File: config.mk
export PLATFORM = sky130hd
export DESIGN_NAME = tagalu_unit
export DESIGN_NICKNAME = d
export VERILOG_FILES = /design/src/rtl/tagalu_pkg.sv /design/src/rtl/tagalu_adder.sv /design/src/rtl/tagalu_decide.sv /design/src/rtl/tagalu_outstage.sv /design/src/rtl/tagalu_unit.sv
export SDC_FILE = /design/constraint.sdc
export NUM_CORES = 1
export LEC_CHECK = 0
export ABC_AREA = 1
export BUFFER_PORTS_ARGS = -buffer_cell sky130_fd_sc_hd__clkbuf_2
export CORE_MARGIN = 5
export CORE_UTILIZATION = 40
export CTS_CLUSTER_DIAMETER = 120
export DETAILED_ROUTE_END_ITERATION = 6
export PLACE_DENSITY = 0.65
export SYNTH_ARGS = -nofsm -noshare
export SYNTH_HDL_FRONTEND = slang
export SYNTH_SLANG_ARGS = --single-unit
File: constraint.sdc
create_clock -name clk -period 8.6 [get_ports clk]
set_input_delay 0.43 -clock clk [delete_from_list [all_inputs] [get_ports clk]]
set_output_delay 0.43 -clock clk [all_outputs]
set_load 0.1 [all_outputs]
File: src/rtl/tagalu_pkg.sv
package tagalu_pkg;

  typedef enum logic [1:0] {
    OP_TADD      = 2'd0,
    OP_TSUB      = 2'd1,
    OP_TADD_TRAP = 2'd2,
    OP_TSUB_TRAP = 2'd3
  } tag_op_e;

  typedef struct packed {
    logic n;
    logic z;
    logic v;
    logic c;
  } ccode_t;

  localparam int TT_W = 8;
  localparam logic [TT_W-1:0] TT_WIDE   = 8'h23;
  localparam logic [TT_W-1:0] TT_NARROW = 8'h0a;

endpackage

File: src/rtl/tagalu_adder.sv
module tagalu_adder #(
  parameter int DATA_W = 64,
  parameter int LOW_W  = 32
) (
  input  logic [DATA_W-1:0] a,
  input  logic [DATA_W-1:0] b,
  input  logic              sub,
  output logic [DATA_W-1:0] res,
  output logic              carry_lo,
  output logic              carry_hi,
  output logic              ovf_lo,
  output logic              ovf_hi
);
  localparam int HIGH_W = DATA_W - LOW_W;

  logic [DATA_W-1:0] b_eff;
  logic [LOW_W:0]    lo_sum;
  logic [HIGH_W:0]   hi_sum;

  // Subtract is add of the inverted operand plus one; carries are split at
  // the narrow boundary so the low word's carry-out is available directly.
  always_comb begin
    b_eff  = sub ? ~b : b;
    lo_sum = {1'b0, a[LOW_W-1:0]} + {1'b0, b_eff[LOW_W-1:0]} + {{LOW_W{1'b0}}, sub};
    hi_sum = {1'b0, a[DATA_W-1:LOW_W]} + {1'b0, b_eff[DATA_W-1:LOW_W]}
           + {{HIGH_W{1'b0}}, lo_sum[LOW_W]};
    res    = {hi_sum[HIGH_W-1:0], lo_sum[LOW_W-1:0]};
    // Borrow is the inverted carry for subtract.
    carry_lo = lo_sum[LOW_W] ^ sub;
    carry_hi = hi_sum[HIGH_W] ^ sub;
    ovf_lo = (a[LOW_W-1] == b_eff[LOW_W-1]) && (res[LOW_W-1] != a[LOW_W-1]);
    ovf_hi = (a[DATA_W-1] == b_eff[DATA_W-1]) && (res[DATA_W-1] != a[DATA_W-1]);
  end

endmodule

File: src/rtl/tagalu_decide.sv
module tagalu_decide
  import tagalu_pkg::*;
#(
  parameter int DATA_W = 64,
  parameter int LOW_W  = 32,
  parameter int TAG_W  = 2
) (
  input  tag_op_e           op,
  input  logic [DATA_W-1:0] res,
  input  logic              carry_lo,
  input  logic              carry_hi,
  input  logic              ovf_lo,
  input  logic              ovf_hi,
  input  logic [TAG_W-1:0]  tag_a,
  input  logic [TAG_W-1:0]  tag_b,
  output ccode_t            icc_new,
  output ccode_t            xcc_new,
  output logic              do_write,
  output logic              do_trap
);
  logic tag_bad;
  logic trapping;

  always_comb begin
    tag_bad  = (|tag_a) || (|tag_b);
    trapping = (op == OP_TADD_TRAP) || (op == OP_TSUB_TRAP);

    icc_new.n = res[LOW_W-1];
    icc_new.z = (res[LOW_W-1:0] == '0);
    icc_new.c = carry_lo;
    xcc_new.n = res[DATA_W-1];
    xcc_new.z = (res == '0);
    xcc_new.c = carry_hi;

    if (trapping) begin
      // Only a clean operation reaches write-back; overflow is known clear.
      do_trap   = tag_bad || ovf_lo;
      do_write  = !do_trap;
      icc_new.v = 1'b0;
      xcc_new.v = 1'b0;
    end else begin
      do_trap   = 1'b0;
      do_write  = 1'b1;
      icc_new.v = ovf_lo || tag_bad;
      xcc_new.v = ovf_hi;
    end
  end

endmodule

File: src/rtl/tagalu_outstage.sv
module tagalu_outstage
  import tagalu_pkg::*;
#(
  parameter int DATA_W = 64
) (
  input  logic              clk,
  input  logic              rst,
  input  logic              in_valid,
  output logic              in_ready,
  input  logic [DATA_W-1:0] res_d,
  input  ccode_t            icc_d,
  input  ccode_t            xcc_d,
  input  logic              write_d,
  input  logic              trap_d,
  input  logic [TT_W-1:0]   tt_d,
  output logic              out_valid,
  input  logic              out_ready,
  output logic [DATA_W-1:0] result,
  output logic              wr_en,
  output logic              trap_req,
  output logic [TT_W-1:0]   trap_code,
  output ccode_t            icc,
  output ccode_t            xcc
);
  logic accept;

  assign in_ready = !out_valid || out_ready;
  assign accept   = in_valid && in_ready;

  always_ff @(posedge clk) begin
    if (rst) begin
      out_valid <= 1'b0;
      result    <= '0;
      wr_en     <= 1'b0;
      trap_req  <= 1'b0;
      trap_code <= '0;
      icc       <= '0;
      xcc       <= '0;
    end else if (accept) begin
      out_valid <= 1'b1;
      result    <= res_d;
      wr_en     <= write_d;
      trap_req  <= trap_d;
      trap_code <= trap_d ? tt_d : '0;
      // Condition codes follow write-back only; a trap leaves them alone.
      if (write_d) begin
        icc <= icc_d;
        xcc <= xcc_d;
      end
    end else if (out_ready) begin
      out_valid <= 1'b0;
      wr_en     <= 1'b0;
      trap_req  <= 1'b0;
      trap_code <= '0;
    end
  end

endmodule

File: src/rtl/tagalu_unit.sv
module tagalu_unit
  import tagalu_pkg::*;
#(
  parameter int DATA_W = 64,
  parameter int LOW_W  = 32,
  parameter int TAG_W  = 2,
  parameter bit ARCH64 = 1'b1
) (
  input  logic              clk,
  input  logic              rst,
  input  logic              in_valid,
  output logic              in_ready,
  input  logic [1:0]        op,
  input  logic [DATA_W-1:0] opa,
  input  logic [DATA_W-1:0] opb,
  output logic              out_valid,
  input  logic              out_ready,
  output logic [DATA_W-1:0] result,
  output logic              wr_en,
  output logic              trap_req,
  output logic [TT_W-1:0]   trap_code,
  output logic [3:0]        icc,
  output logic [3:0]        xcc
);
  tag_op_e           op_e;
  logic              is_sub;
  logic [DATA_W-1:0] sum;
  logic              c_lo, c_hi, v_lo, v_hi;
  ccode_t            icc_d, xcc_d, icc_q, xcc_q;
  logic              write_d, trap_d;
  logic [TT_W-1:0]   tt_sel;

  assign op_e   = tag_op_e'(op);
  assign is_sub = (op_e == OP_TSUB) || (op_e == OP_TSUB_TRAP);

  generate
    if (ARCH64) begin : g_tt_wide
      assign tt_sel = TT_WIDE;
    end else begin : g_tt_narrow
      assign tt_sel = TT_NARROW;
    end
  endgenerate

  tagalu_adder #(.DATA_W(DATA_W), .LOW_W(LOW_W)) u_adder (
    .a(opa), .b(opb), .sub(is_sub), .res(sum),
    .carry_lo(c_lo), .carry_hi(c_hi), .ovf_lo(v_lo), .ovf_hi(v_hi)
  );

  tagalu_decide #(.DATA_W(DATA_W), .LOW_W(LOW_W), .TAG_W(TAG_W)) u_decide (
    .op(op_e), .res(sum), .carry_lo(c_lo), .carry_hi(c_hi),
    .ovf_lo(v_lo), .ovf_hi(v_hi),
    .tag_a(opa[TAG_W-1:0]), .tag_b(opb[TAG_W-1:0]),
    .icc_new(icc_d), .xcc_new(xcc_d), .do_write(write_d), .do_trap(trap_d)
  );

  tagalu_outstage #(.DATA_W(DATA_W)) u_out (
    .clk(clk), .rst(rst), .in_valid(in_valid), .in_ready(in_ready),
    .res_d(sum), .icc_d(icc_d), .xcc_d(xcc_d), .write_d(write_d),
    .trap_d(trap_d), .tt_d(tt_sel), .out_valid(out_valid),
    .out_ready(out_ready), .result(result), .wr_en(wr_en),
    .trap_req(trap_req), .trap_code(trap_code), .icc(icc_q), .xcc(xcc_q)
  );

  assign icc = icc_q;
  assign xcc = xcc_q;

endmodule

==> summary.txt, run 1 <==
Synthesis
  • Post-synth EDFFs: 0
  • Synth area leaders: nand2_1 22%, dfxtp_1 17%, inv_1 13%
  • Post-synth top cells: 514 x nand2_1, 294 x inv_1, 169 x nor2_1, 78 x xor2_1
  • Async SR Flop Fraction: 0
  • Synth Area per Inst: 5.63 um2
  • Post-Synthesis Cells: 1536
  • Count leader, synth: nand2_1
  • Synth area leader: nand2_1
  • Yosys top cell area share: 0.223
  • Share of the yosys chip area belonging to registers: 0.174
  • Predominant post-synthesis flop cell: dfxtp_1
  • Mapped Area: 8650 um2
  • Syn. warnings: 0
  • Yosys cell types: 37
  • #FFs+latches synth: 75

STA
  • RSZ-0062 raised after global routing: no
  • Clock skew: 0.0103 ns
  • Period utilization: 0.555
  • TNS Setup: 0 ns
  • Max-slew violations: 0
  • Final WS setup: 3.82 ns
  • Actual slew at the worst max-slew pin: 1.04 ns
  • FMAX: about 210 MHz
  • Final hold violations: 0
  • Min cycle time layout: 4.78 ns
  • Relative slew margins: 0.304
  • Endpoints failing setup: 0

Floorplan
  • Die W: 157 um
  • Die area: roughly 25000 um2
  • Core area: approximately 21000 um2
  • Initial Util: 0.409
  • Die Y: 157 um
  • Num ports: approximately 220
  • FP Rows: between 50 and 60

Critical path
  • Crit path largest cell delay: 0.77 ns
  • Worst Path Max Fanout: 64
  • WP data required: around 9 ns
  • CP endpoint kind: flop
  • Crit Path Class: in2reg
  • Slowest cell on crit path: buf_4
  • Startpoint types: primary input
  • Critical Path AT: 5.04 ns
  • Critical path's most frequent cell: nand2_1

Clock tree
  • Post_cts resized: 0
  • Num CTS Buffers: 9
  • Clk_lat worst skew: 0.36 ns
  • Deepest level of the CTS H-tree: 3
  • CTS tree: yes
  • Max Buffers Root-to-Sink: 2
  • Worst-path clk slew: 0.07 ns
  • Number of setup buffers added after CTS: 0
  • Clock Sinks: 75
  • Post-CTS Hold Buffers: 0
  • Root Buffer: clkbuf_16

Pwr
  • Switch share: 0.542
  • PwrDens: 186 nW/um2
  • Sw Pwr: 0.00103 W
  • Clock share of power: 0.204
  • Seq pwr share: 0.217
  • P_int: between 0.0008 and 0.0009 W
  • VDD IR max: 133 uV
  • Comb power frac: 0.579
  • Pleak: 6.24 nW

Placement
  • Routability cong.: around 0.96
  • Place WS: 3.49 ns
  • Port Buffer Count: 212
  • DP HPWL: 25100 um
  • Placed cell count: 1992

Detailed routing
  • Routed wire length: 30000 um
  • Drt pass-1 iters: 5
  • Routed Antenna Nets: 0
  • DR vias/cell: 4.88
  • Via total after detailed routing: 9801
  • Initial DRC count: 682
  • Drc violations: 0
  • WL/cell: 15.0 um

Global route
  • Total GRT Usage: 0.239
  • Vias in the first global route: roughly 9k
  • Antenna violations before repair: 0
  • Largest net degree at the start of global routing: 69
  • Grt ovf: 0
  • Grt peak-use layer: met1
  • First-pass GRT wire length: about 47000 um
  • Met1 usage: 0.363
  • Grt met2 use: 0.356
  • Met3 Use GR: 0.0454

Finish
  • Share of cells above drive strength 1: 0.149
  • Nets: 1926
  • ANT cells: 0
  • Post-Layout Cell Count: around 2k
  • Synth-to-Final Area Change: 18.0%

Worst hold path
  • Hold/Removal Path Class: in2reg

Flow run
  • # Max-Cap Violations: 0

Run status
  • Status: finished, final reports clean
## worst max-delay path, delay by kind of cell
kind / cells / cell delay, ns
AND/OR/NAND/NOR: 24 / 2.35
buffers and inverters: 4 / 1.03
adder cells (fa/ha/maj): 2 / 0.88
XOR/XNOR: 1 / 0.18
AO/OA/AOI/OAI: 1 / 0.12
## per-stage QoR
step	hold WS, ns	instance area, um2	utilization	power, W
floorplan	0.644	8660	-	0.00124
global placement	0.458	9910	0.468	0.00150
detailed placement	0.480	9910	0.468	0.00150
CTS	0.416	10200	0.482	0.00190
global route	0.433	10200	0.482	0.00203
finish	0.418	10200	0.482	0.00190
## worst paths after layout
check | startpoint | to | slack [ns] | cells past startpoint
min | out_ready | u_out.out_valid | 0.42 | 4
max | op[0] | u_out.xcc[2] | 3.82 | 32
min reg2reg | u_out.xcc[2] | u_out.xcc[2] | 0.49 | 2
max reg2reg | u_out.out_valid | u_out.result[46] | 5.98 | 9
## routing by layer
metal  share of wire  vias to the layer above  wire length, um
li1                -                     5085                -
met1            0.51                     4353            15200
met2            0.41                      336            12200
met3           0.076                       27             2290
met4           0.010                        0              308
met5               0                        -                0
## flip-flops by register name, indices dropped and copies added, names as in the netlist
name / count
u_out.out_valid: 1
u_out.xcc: 4
u_out.result: 64
u_out.icc: 4
u_out.trap_code: 1
u_out.wr_en: 1
## cell families after synthesis
logic type               share of synthesized area
buffers and inverters                        0.151
AO/OA/AOI/OAI                               0.0910
XOR/XNOR                                    0.0962
other                                     0.000434
AND/OR/NAND/NOR                              0.393
flip-flops                                   0.174
adder cells (fa/ha/maj)                     0.0943
## cell type report
| cell class | instances | area (um2) |
|---|---|---|
| timing repair buffer | 215 | 1090 |
| tap | 275 | 344 |
| fill | 2383 | 11000 |
| sequential | 75 | 1500 |
| inverter | 298 | 1120 |
| clock buffer | 9 | 225 |
| multi-input combinational | 1129 | 5850 |
| clock inverter | 7 | 70.1 |
## power by group through the flow
stage	clock network, W	registers (W)	logic (W)
floorplan	0	0.000691	0.000553
CTS	0.000395	0.000411	0.00109
detailed placement	0	0.000419	0.00109
finish	0.000386	0.000412	0.00110
global route	0.000408	0.000416	0.00120
global placement	0	0.000418	0.00108
## layout by cell type, fill, tap and decap left out, drive strengths merged
cell,Yosys,final
clkinv,2,5
xnor2,17,17
and2,10,10
buf,16,4
clkbuf,22,220
ha,62,62
o21ai,44,44
a21o,1,1
o21bai,8,8
nor4,2,2
a221oi,1,1
dfxtp,75,75
conb,1,5
o21a,1,1
nand4,19,19
nand2,526,526
nand3b,7,7
inv,296,299
nor2,173,173
xor2,78,78
clkinvlp,0,1
a21oi,50,50
nor3,13,13
o211ai,31,31
fa,2,2
nand3,77,77
or2,2,2
Power figures use the tool's default switching activity.
==> inputs of run 2 (changes only) <==
==> constraint.sdc (replaced) <==
create_clock -name clk -period 4.59 [get_ports clk]
set_input_delay 0.2295 -clock clk [delete_from_list [all_inputs] [get_ports clk]]
set_output_delay 0.2295 -clock clk [all_outputs]
set_load 0.1 [all_outputs]
==> summary.txt, run 2 (synthesis results as in run 1) <==
Run status
  • Status: finished, final reports clean

Detailed routing
  • Initial DRC count: 766
  • Top Metal Used: met4
  • Met3 WL: 2390 um
  • Via total after detailed routing: 9682
  • WL met2: approximately 12000 um
  • WL/cell: 14.7 um
  • Drt pass-1 iters: 5
  • Routed Antenna Nets: 0
  • Routed wire length: 29500 um
  • DR vias/cell: between 4 and 5
  • Drc violations: 0
  • M1 WL: 14900 um

Floorplan
  • Num ports: approximately 220
  • Die W: 157 um
  • Die Y: around 160 um
  • Die area: 24700 um2
  • Initial Util: 0.409
  • FP Rows: 53
  • Core area: 21200 um2

Finish
  • ANT cells: 0
  • Biggest regs: u_out.result: 64 flops, u_out.icc: 4 flops, u_out.xcc: 4 flops
  • Commonest non-fill, non-tap cell in the layout: nand2_1
  • Max reg flops: 64
  • Area of the multi-input gates: 5850 um2
  • Final instance area: 10200 um2
  • Synth-to-Final Area Change: 18.3%
  • Most frequent cells in the layout: 514 x nand2_1, 293 x inv_1, 211 x clkbuf_2
  • Register area: 1500 um2
  • Nets: 1928
  • Biggest register: u_out.result
  • Share of cells above drive strength 1: 0.150
  • Filler Cell Count: 2343

Global route
  • Antenna violations before repair: 0
  • First-pass GRT wire length: roughly 45000 um
  • Largest net degree at the start of global routing: 56
  • Vias in the first global route: 8699
  • Total GRT Usage: 0.230
  • Grt ovf: 0

Placement
  • Port Buffer Count: 212
  • Routability cong.: between 0.9 and 1
  • DP HPWL: 25000 um
  • Place WS: 0.108 ns
  • Area after DPL: 9930 um2

STA
  • Final hold violations: 0
  • RSZ-0062 raised after global routing: no
  • Relative slew margins: 0.336
  • Max-slew violations: 0
  • Actual slew at the worst max-slew pin: between 0.9 and 1 ns
  • Clock skew: 0.00928 ns
  • Final WS setup: 0.498 ns
  • TNS Setup: 0 ns
  • Min cycle time layout: roughly 4.1 ns
  • Endpoints failing setup: 0
  • FMAX: 244 MHz
  • Period utilization: 0.891

Clock tree
  • Max Buffers Root-to-Sink: 2
  • Post-CTS Hold Buffers: 0
  • Num CTS Buffers: 9
  • Number of setup buffers added after CTS: 0
  • Post_cts resized: 0
  • Root Buffer: clkbuf_16
  • CTS tree: yes
  • Clock Sinks: 75
  • Worst-path clk slew: 0.07 ns
  • Deepest level of the CTS H-tree: 3
  • Clk_lat worst skew: 0.34 ns

Critical path
  • Crit Path Class: in2reg
  • Worst Path Max Fanout: 28
  • Startpoint types: primary input
  • WP data required: between 4 and 5 ns
  • CP endpoint kind: flop
  • R2R cell count: 8
  • Critical Path AT: around 4.4 ns

Flow run
  • # Max-Cap Violations: 0

Worst hold path
  • Min-Delay Path Depth: 4
  • Hold/Removal Path Class: in2reg

Pwr
  • VDD IR max: 315 uV
  • Pleak: around 6.3 nW
  • PwrDens: 346 nW/um2
run 2: cell types whose count changed in the layout (fill, tap and decap cells not counted), sizes merged:
cell and delta:
buf +2
run 2: power breakdown:
part / internal, W / leakage, nW / switching [W]
Clock: 0.000381 / 0.141 / 0.000330
Sequential: 0.000724 / 0.622 / 0.0000480
Combinational: 0.000526 / 5.49 / 0.00153
Total: 0.00163 / 6.26 / 0.00191
run 2: metal layers:
| metal | up-vias | global-route usage |
|---|---|---|
| met2 | 371 | 0.338 |
| met5 | - | 0 |
| met3 | 26 | 0.0360 |
| li1 | 5070 | - |
| met4 | 0 | 0.0344 |
| met1 | 4215 | 0.359 |
run 2: worst max-delay path: stages:
cell,delay [ns]
buf_6,0.29
buf_4,0.24
xor2_1,0.08
ha_1,0.35
nand2_1,0.15
nor3_2,0.21
nand2_1,0.07
nand3_1,0.12
nand2_1,0.11
nand2_1,0.10
nand2_1,0.06
nand3_1,0.12
inv_1,0.07
fa_1,0.43
inv_2,0.11
nand2_1,0.08
nand2_2,0.12
nand2_1,0.06
nand2_1,0.16
xnor2_1,0.18
nand3_1,0.10
nor4_1,0.38
nand3_1,0.16
nor2_1,0.15
nand3_1,0.08
a21oi_1,0.12
run 2: layout make-up:
class	count	area share
clock buffers	9	0.0220
flip-flops and latches	75	0.147
repair buffers	217	0.109
multi-input cells	1129	0.572
inverters	298	0.110
clock inverters	7	0.00685
well taps	275	0.0336
run 2: worst paths after layout:
check                                      from          endpoint  slack, ns
worst max-delay path                      op[0]      u_out.xcc[2]       0.50
worst min register to register     u_out.icc[2]      u_out.icc[2]       0.48
worst max register to register  u_out.out_valid  u_out.result[43]       2.39
worst min-delay path                  out_ready   u_out.out_valid       0.23
run 2: stage by stage:
step	hold WS [ns]	util	power, W	cells
floorplan	0.444	-	0.00233	1540
CTS	0.217	0.484	0.00353	2010
finish	0.226	0.484	0.00354	2010
global route	0.240	0.484	0.00377	2010
global placement	0.455	0.470	0.00281	1994
detailed placement	0.460	0.470	0.00282	1994
